[src/rtl/a20_pkg.sv]
package a20_pkg;
  typedef struct packed {
    logic gate;
    logic pulse;
  } sysctl_t;
endpackage

[src/rtl/a20_decode.sv]
module a20_decode #(
  parameter int ADDR_W = 16,
  parameter logic [ADDR_W-1:0] PORT_ADDR = 16'h0092
) (
  input  logic [ADDR_W-1:0] io_addr,
  input  logic              io_wr,
  input  logic              io_rd,
  output logic              wr_hit,
  output logic              rd_hit
);
  logic sel;
  always_comb begin
    sel    = (io_addr == PORT_ADDR);
    wr_hit = io_wr && sel;
    rd_hit = io_rd && sel;
  end
endmodule

[src/rtl/a20_ctrl_reg.sv]
module a20_ctrl_reg
  import a20_pkg::*;
#(
  parameter int DATA_W   = 8,
  parameter int GATE_BIT = 1,
  parameter int RST_BIT  = 0
) (
  input  logic              clk,
  input  logic              rst_n,
  input  logic              wr_hit,
  input  logic              rd_hit,
  input  logic [DATA_W-1:0] wdata,
  output sysctl_t           state,
  output logic [DATA_W-1:0] rdata
);
  sysctl_t st_q;

  always_ff @(posedge clk or negedge rst_n) begin
    if (!rst_n) begin
      st_q <= '0;
    end else begin
      if (wr_hit) st_q.gate <= wdata[GATE_BIT];
      st_q.pulse <= wr_hit && wdata[RST_BIT];
    end
  end

  always_comb begin
    rdata = '0;
    if (rd_hit) begin
      rdata[GATE_BIT] = st_q.gate;
      rdata[RST_BIT]  = st_q.pulse;
    end
  end

  assign state = st_q;


  gate_load_chk: assert property (@(posedge clk) disable iff (!rst_n)
    wr_hit |=> (st_q.gate == $past(wdata[GATE_BIT])));

  gate_hold_chk: assert property (@(posedge clk) disable iff (!rst_n)
    !wr_hit |=> $stable(st_q.gate));

  pulse_single_chk: assert property (@(posedge clk) disable iff (!rst_n)
    (st_q.pulse && !(wr_hit && wdata[RST_BIT])) |=> !st_q.pulse);

  pulse_cause_chk: assert property (@(posedge clk) disable iff (!rst_n)
    $rose(st_q.pulse) |-> $past(wr_hit && wdata[RST_BIT]));
endmodule

[src/rtl/a20_mask_comb.sv]
module a20_mask_comb (
  input  logic clk,
  input  logic rst_n,
  input  logic gate,
  input  logic kbc_gate,
  input  logic cpu_rst,
  input  logic fast_rst,
  output logic mask
);
  logic rst_term;
  always_comb begin
    rst_term = cpu_rst | fast_rst;
    mask     = gate | kbc_gate | rst_term;
  end


  gate_forces_chk: assert property (@(posedge clk) disable iff (!rst_n)
    gate |-> mask);

  low_only_idle_chk: assert property (@(posedge clk) disable iff (!rst_n)
    !mask |-> (!kbc_gate && !cpu_rst && !fast_rst && !gate));
endmodule

[src/rtl/a20_gate_ctrl.sv]
module a20_gate_ctrl
  import a20_pkg::*;
#(
  parameter int ADDR_W = 16,
  parameter int DATA_W = 8,
  parameter logic [ADDR_W-1:0] PORT_ADDR = 16'h0092
) (
  input  logic              clk,
  input  logic              rst_n,
  input  logic [ADDR_W-1:0] io_addr,
  input  logic              io_wr,
  input  logic              io_rd,
  input  logic [DATA_W-1:0] io_wdata,
  output logic [DATA_W-1:0] io_rdata,
  output logic              io_rvalid,
  input  logic              kbc_a20_gate,
  input  logic              cpu_rst_in,
  output logic              a20_mask,
  output logic              fast_rst_pulse
);
  localparam int GATE_BIT = 1;
  localparam int RST_BIT  = 0;

  logic    wr_hit, rd_hit;
  sysctl_t st;

  a20_decode #(.ADDR_W(ADDR_W), .PORT_ADDR(PORT_ADDR)) u_dec (
    .io_addr(io_addr), .io_wr(io_wr), .io_rd(io_rd),
    .wr_hit(wr_hit), .rd_hit(rd_hit));

  a20_ctrl_reg #(.DATA_W(DATA_W), .GATE_BIT(GATE_BIT), .RST_BIT(RST_BIT)) u_reg (
    .clk(clk), .rst_n(rst_n), .wr_hit(wr_hit), .rd_hit(rd_hit),
    .wdata(io_wdata), .state(st), .rdata(io_rdata));

  a20_mask_comb u_mask (
    .clk(clk), .rst_n(rst_n), .gate(st.gate), .kbc_gate(kbc_a20_gate),
    .cpu_rst(cpu_rst_in), .fast_rst(st.pulse), .mask(a20_mask));

  assign io_rvalid      = rd_hit;
  assign fast_rst_pulse = st.pulse;


  reserved_zero_chk: assert property (@(posedge clk) disable iff (!rst_n)
    io_rdata[DATA_W-1:2] == '0);

  quiet_bus_chk: assert property (@(posedge clk) disable iff (!rst_n)
    !io_rvalid |-> (io_rdata == '0));
endmodule

[config.mk]
export PLATFORM = sky130hd
export DESIGN_NAME = a20_gate_ctrl
export DESIGN_NICKNAME = d
export VERILOG_FILES = /design/src/rtl/a20_pkg.sv /design/src/rtl/a20_decode.sv /design/src/rtl/a20_ctrl_reg.sv /design/src/rtl/a20_mask_comb.sv /design/src/rtl/a20_gate_ctrl.sv
export SDC_FILE = /design/constraint.sdc
export NUM_CORES = 1
export LEC_CHECK = 0
export BUFFER_PORTS_ARGS = -buffer_cell sky130_fd_sc_hd__clkbuf_2
export CAP_MARGIN = 20
export CORE_AREA = 2 2 39 41
export DETAILED_ROUTE_END_ITERATION = 16
export DIE_AREA = 0 0 41 43
export PLACE_DENSITY_LB_ADDON = 0.2
export SLEW_MARGIN = 5
export SYNTH_ARGS = -nofsm -noshare
export SYNTH_HDL_FRONTEND = slang
export SYNTH_SLANG_ARGS = --single-unit
[constraint.sdc]
create_clock -name clk -period 1 [get_ports clk]
set_input_delay 0.2 -clock clk [delete_from_list [all_inputs] [get_ports clk]]
set_output_delay 0.2 -clock clk [all_outputs]
set_load 0.02 [all_outputs]
# [Word-level counts from Yosys, hierarchy flattened]
# Index checks and enable logic that the tools add are counted.
[word_totals] inputBits=30 ff_bits=2 output_inout_bits=11 word_cells=10
[op_classes] n_eq_ne=1 reduce_logical=3 mux=1 bitwise_logic=3
[ops] op="$eq 16x8->1 const B" count=1
[ops] op="$logic_and 1x1->1" count=3
[ops] op="$or 1x1->1" count=3
[ops] op="$mux 2" count=1

# [Longest topological paths before layout]
[logic_depth] ltp_word=3 depth_mapped=4 mapped_depth_nobuf=4

# [Modules after synthesis]
# Synthesis repeated with hierarchy kept, for this count alone.
[unflattened] cells_unflattened=23 hier_area_um2=215.2
[modules_own_cells] mod="a20_ctrl_reg" instances=1 area_per_inst_um2=133.9 seq_area_each_um2=50.0 cells_each=13
[modules_own_cells] mod="a20_decode" instances=1 area_per_inst_um2=73.8 seq_area_each_um2=0.0 cells_each=9
[modules_own_cells] mod="a20_mask_comb" instances=1 area_per_inst_um2=7.5 seq_area_each_um2=0.0 cells_each=1

# [Worst setup path before layout]
# No wires, ideal clock.
[synth_timing] path_kind="input to output" start="input port io_addr[2]" end="output port io_rdata[0]" path_stages=4 required_ns=0.800 setup_slack_ns=-0.420 arrival_time_ns=1.220 n_path_buf=0 cell_sequence="nor4b_2 -> nand4_1 -> nor2_1 -> and2_1"
[synth_via] elab_chain_cells=3
[synth_lines] element="from (decl)" line_no="a20_gate_ctrl.sv:10" text="input logic [ADDR_W-1:0] io_addr,"
[synth_lines] element="$eq 16x8->1" line_no="a20_decode.sv:13" text="sel = (io_addr == PORT_ADDR);"
[synth_lines] element="$logic_and 1x1->1" line_no="a20_decode.sv:15" text="rd_hit = io_rd && sel;"
[synth_lines] element="net io_rvalid" line_no="a20_gate_ctrl.sv:15" text="output logic io_rvalid,"
[synth_lines] element="$mux 2" line_no="a20_ctrl_reg.sv:29" text="if (rd_hit) begin"
[synth_lines] element="to (decl)" line_no="a20_gate_ctrl.sv:14" text="output logic [DATA_W-1:0] io_rdata,"
# The timed path passes the listed nets, and every way through them passes these cells.

# [Worst setup path in the final report]
[layout_timing] start="register u_reg.state[1] (netlist name)" end="output port a20_mask"
[layout_via] elab_chain_cells=2
[layout_lines] element="$or 1x1->1 (2 in a row)" line_no="a20_mask_comb.sv:13" text="mask = gate | kbc_gate | rst_term;"
[layout_lines] element="to (decl)" line_no="a20_gate_ctrl.sv:18" text="output logic a20_mask,"
# No other way between the ends.

==> flow_summary.json <==
{
  "final.period_utilization": 1.44,
  "preCtsSetupSlack_ns": -0.487,
  "ys_ff_latch": 2,
  "nNetsFinal": 91,
  "last_weighted_congestion_value_of_the_routability_driven_placer": 0.575,
  "synth_enable_flop_cells": 0,
  "vdd.ir_drop.worst_mv": 0.711,
  "cell_chain_critical_path": "or4_4, buf_6",
  "run_status": "finished, violations left",
  "number_of_h_tree_levels": 1,
  "place.detailed.hpwl_um": 635,
  "holdCritPathClass": "in -> reg",
  "timing.critical_path.fanout_max": 3,
  "synth.yosys.seq_area_share": 0.240,
  "multiInputGateArea_um2": 196,
  "timing.critical_path.max_delay_family": "simple AND/OR/NAND/NOR gates",
  "violations": "negative setup slack",
  "use_met3": 0.0209,
  "clock_tree.root_cell": "sky130_fd_sc_hd__clkbuf_4",
  "skew_ns": 0,
  "first_iter_violations": 0,
  "drv.max_cap_violation_count": 0,
  "post-synth-top-area-cell": "sky130_fd_sc_hd__dfrtp_1",
  "tns_ns": -2.13,
  "total_setup_violations_reported_at_the_end_of_the_flow": 7,
  "detail_route.drc_violations": 0,
  "cts_tree": "yes",
  "synthMostInstantiatedCell": "sky130_fd_sc_hd__buf_4",
  "layout.area.seq_um2": 51.3,
  "synth-async-reset-ratio": 1.00,
  "grt_usage": 0.0884,
  "number_of_buffer_cells_added_on_primary_ports": 28,
  "wirelength_um": 790,
  "grt_setup_unrepaired": "yes",
  "clock_latency_ns": 0.22,
  "grt_use_met2": 0.159,
  "finalHoldViolations": 0,
  "leak_pwr_nw": 0.288,
  "setup_slack_ns": -0.442,
  "grt_first_pass_wirelength_um": 1040,
  "rr_worst_depth": 1,
  "timing.critical_path.to_type": "output pin",
  "ios": 41,
  "crit_path_start_kind": "flip-flop",
  "global_route.overflow_total": 0,
  "syn_to_final_growth_pct": 165,
  "gr-max-usage-layer": "met2",
  "initial_core_util": 0.151,
  "vertical_extent_of_the_die_um": 43,
  "crit_path_max_incr_delay_ns": 0.49,
  "diodes": 0,
  "core_mm2": 0.00138,
  "numCtsBuffers": 3,
  "via_per_instance_ratio": 3.99,
  "hold_depth": 2,
  "cp_data_arrival_time_ns": 1.24,
  "layout_cells_sized_above_1": 0.800,
  "synth-warning-count": 0,
  "worst-setup-path-type": "reg -> out",
  "syn_inst": 23,
  "finalPower_w": 0.000395,
  "finalMaxSlewViolations": 0,
  "achievable-frequency_ghz": 0.694,
  "yosysUniqueCellTypes": 11,
  "drt_pass1_iterations": 1,
  "clock_slew_at_reported_path_ffs_ns": 0.03,
  "netlist_top_cells_area": "sky130_fd_sc_hd__dfrtp_1 24%, sky130_fd_sc_hd__buf_4 22%, sky130_fd_sc_hd__nor4b_2 22%",
  "via_count_of_the_first_global_routing_pass": 297,
  "synth.top_cells.by_count": "6 x sky130_fd_sc_hd__buf_4, 3 x sky130_fd_sc_hd__and2_1, 3 x sky130_fd_sc_hd__nor4b_2",
  "timing.critical_path.buf_inv": 1,
  "worst_ep_required_time_ns": 0.80,
  "synthesis.area_um2": 209,
  "chipWidth_um": 41,
  "antenna_violating_nets_post_route": 0,
  "routed_wire_length_per_instance_um": 10.4,
  "die_area_mm2": 0.00176,
  "grt_antenna_before_repair": 0,
  "min_period_ns": 1.44,
  "hold_slack_final_ns": 0.214,
  "global_route.usage.met1": 0.0868,
  "clock-sinks": 2,
  "core.rowCount": 14,
  "cts-root-to-sink-buffers": 2,
  "power.density_cell_area_mw_per_mm2": 712,
  "grt_start_max_net_pins": 4,
  "syn_avg_cell_area_um2": 9.08,
  "total_number_of_vias": 303,
  "number_of_flip_flops_under_the_largest_register_name": 2,
  "fillers": 144,
  "critical-path-slowest-cell": "sky130_fd_sc_hd__or4_4",
  "worstSetupPathDepth": 2,
  "synth_top_cell_area_share": 0.240,
  "yosys_most_used_dff": "sky130_fd_sc_hd__dfrtp_1"
}
[cells by family after synthesis]
logic type	share of synthesized area
buffers and inverters	0.251
DFF	0.240
muxes	0.0539
other	0.0179
and+or+nand+nor	0.437
[repair_timing]
item | 4_1_cts | 5_1_grt
pin swaps | 1 | 7
gates resized for setup | 11 | 18
setup endpoints to repair | 7 | 7
hold endpoints to repair | 2 | 0
hold buffers | 1 | 0
setup buffers | 1 | 3
[layout by cell type, fill, tap and decap left out]
cell type | Yosys | final
sky130_fd_sc_hd__mux2_4 | 0 | 1
sky130_fd_sc_hd__dfrtp_2 | 0 | 1
sky130_fd_sc_hd__clkbuf_4 | 0 | 3
sky130_fd_sc_hd__buf_8 | 0 | 3
sky130_fd_sc_hd__inv_1 | 2 | 2
sky130_fd_sc_hd__nor4_4 | 0 | 1
sky130_fd_sc_hd__dlygate4sd3_1 | 0 | 1
sky130_fd_sc_hd__clkbuf_1 | 0 | 1
sky130_fd_sc_hd__dfrtp_1 | 2 | 1
sky130_fd_sc_hd__clkbuf_8 | 0 | 1
sky130_fd_sc_hd__conb_1 | 1 | 6
sky130_fd_sc_hd__buf_4 | 6 | 3
sky130_fd_sc_hd__and2_4 | 0 | 3
sky130_fd_sc_hd__or4_4 | 0 | 1
sky130_fd_sc_hd__nand4_1 | 1 | 1
sky130_fd_sc_hd__buf_6 | 0 | 5
sky130_fd_sc_hd__nor2_4 | 0 | 2
sky130_fd_sc_hd__nor4b_4 | 0 | 3
sky130_fd_sc_hd__clkbuf_2 | 0 | 21
[through the flow]
step	instances	cell area, um^2	utilization
2_1_floorplan	28	275	-
3_3_place_gp	68	405	0.293
3_5_place_dp	68	405	0.293
4_1_cts	74	495	0.358
5_1_grt	76	554	0.401
6_report	76	554	0.401
[power breakdown]
group,switching (W),internal [W]
Combinational,0.0000579,0.0000586
Sequential,0.0000000135,0.0000815
Clock,0.0000485,0.000148
[metal layers]
metal | share of wire | vias to the layer above
met4 | 0 | 0
met1 | 0.33 | 130
met5 | 0 | -
li1 | - | 140
met2 | 0.45 | 33
met3 | 0.22 | 0
[worst paths after layout]
path / from / end / slack, ns
max in group asynchronous: rst_n / u_reg.state[0] / 0.60
worst min register to register: u_reg.state[1] / u_reg.state[1] / 0.56
worst max register to register: u_reg.state[1] / u_reg.state[1] / 0.22
worst max-delay path: u_reg.state[1] / a20_mask / -0.44
min in group asynchronous: rst_n / u_reg.state[0] / 0.30
worst min-delay path: io_wdata[0] / u_reg.state[0] / 0.21
[cell type report]
type                            count  area share
Multi-Input combinational cell     18       0.354
Timing Repair Buffer               34       0.456
Tap cell                           16      0.0361
Inverter                            2      0.0135
Sequential cell                     2      0.0926
Clock buffer                        4      0.0474
No activity file was read; power rests on OpenSTA's default activity.
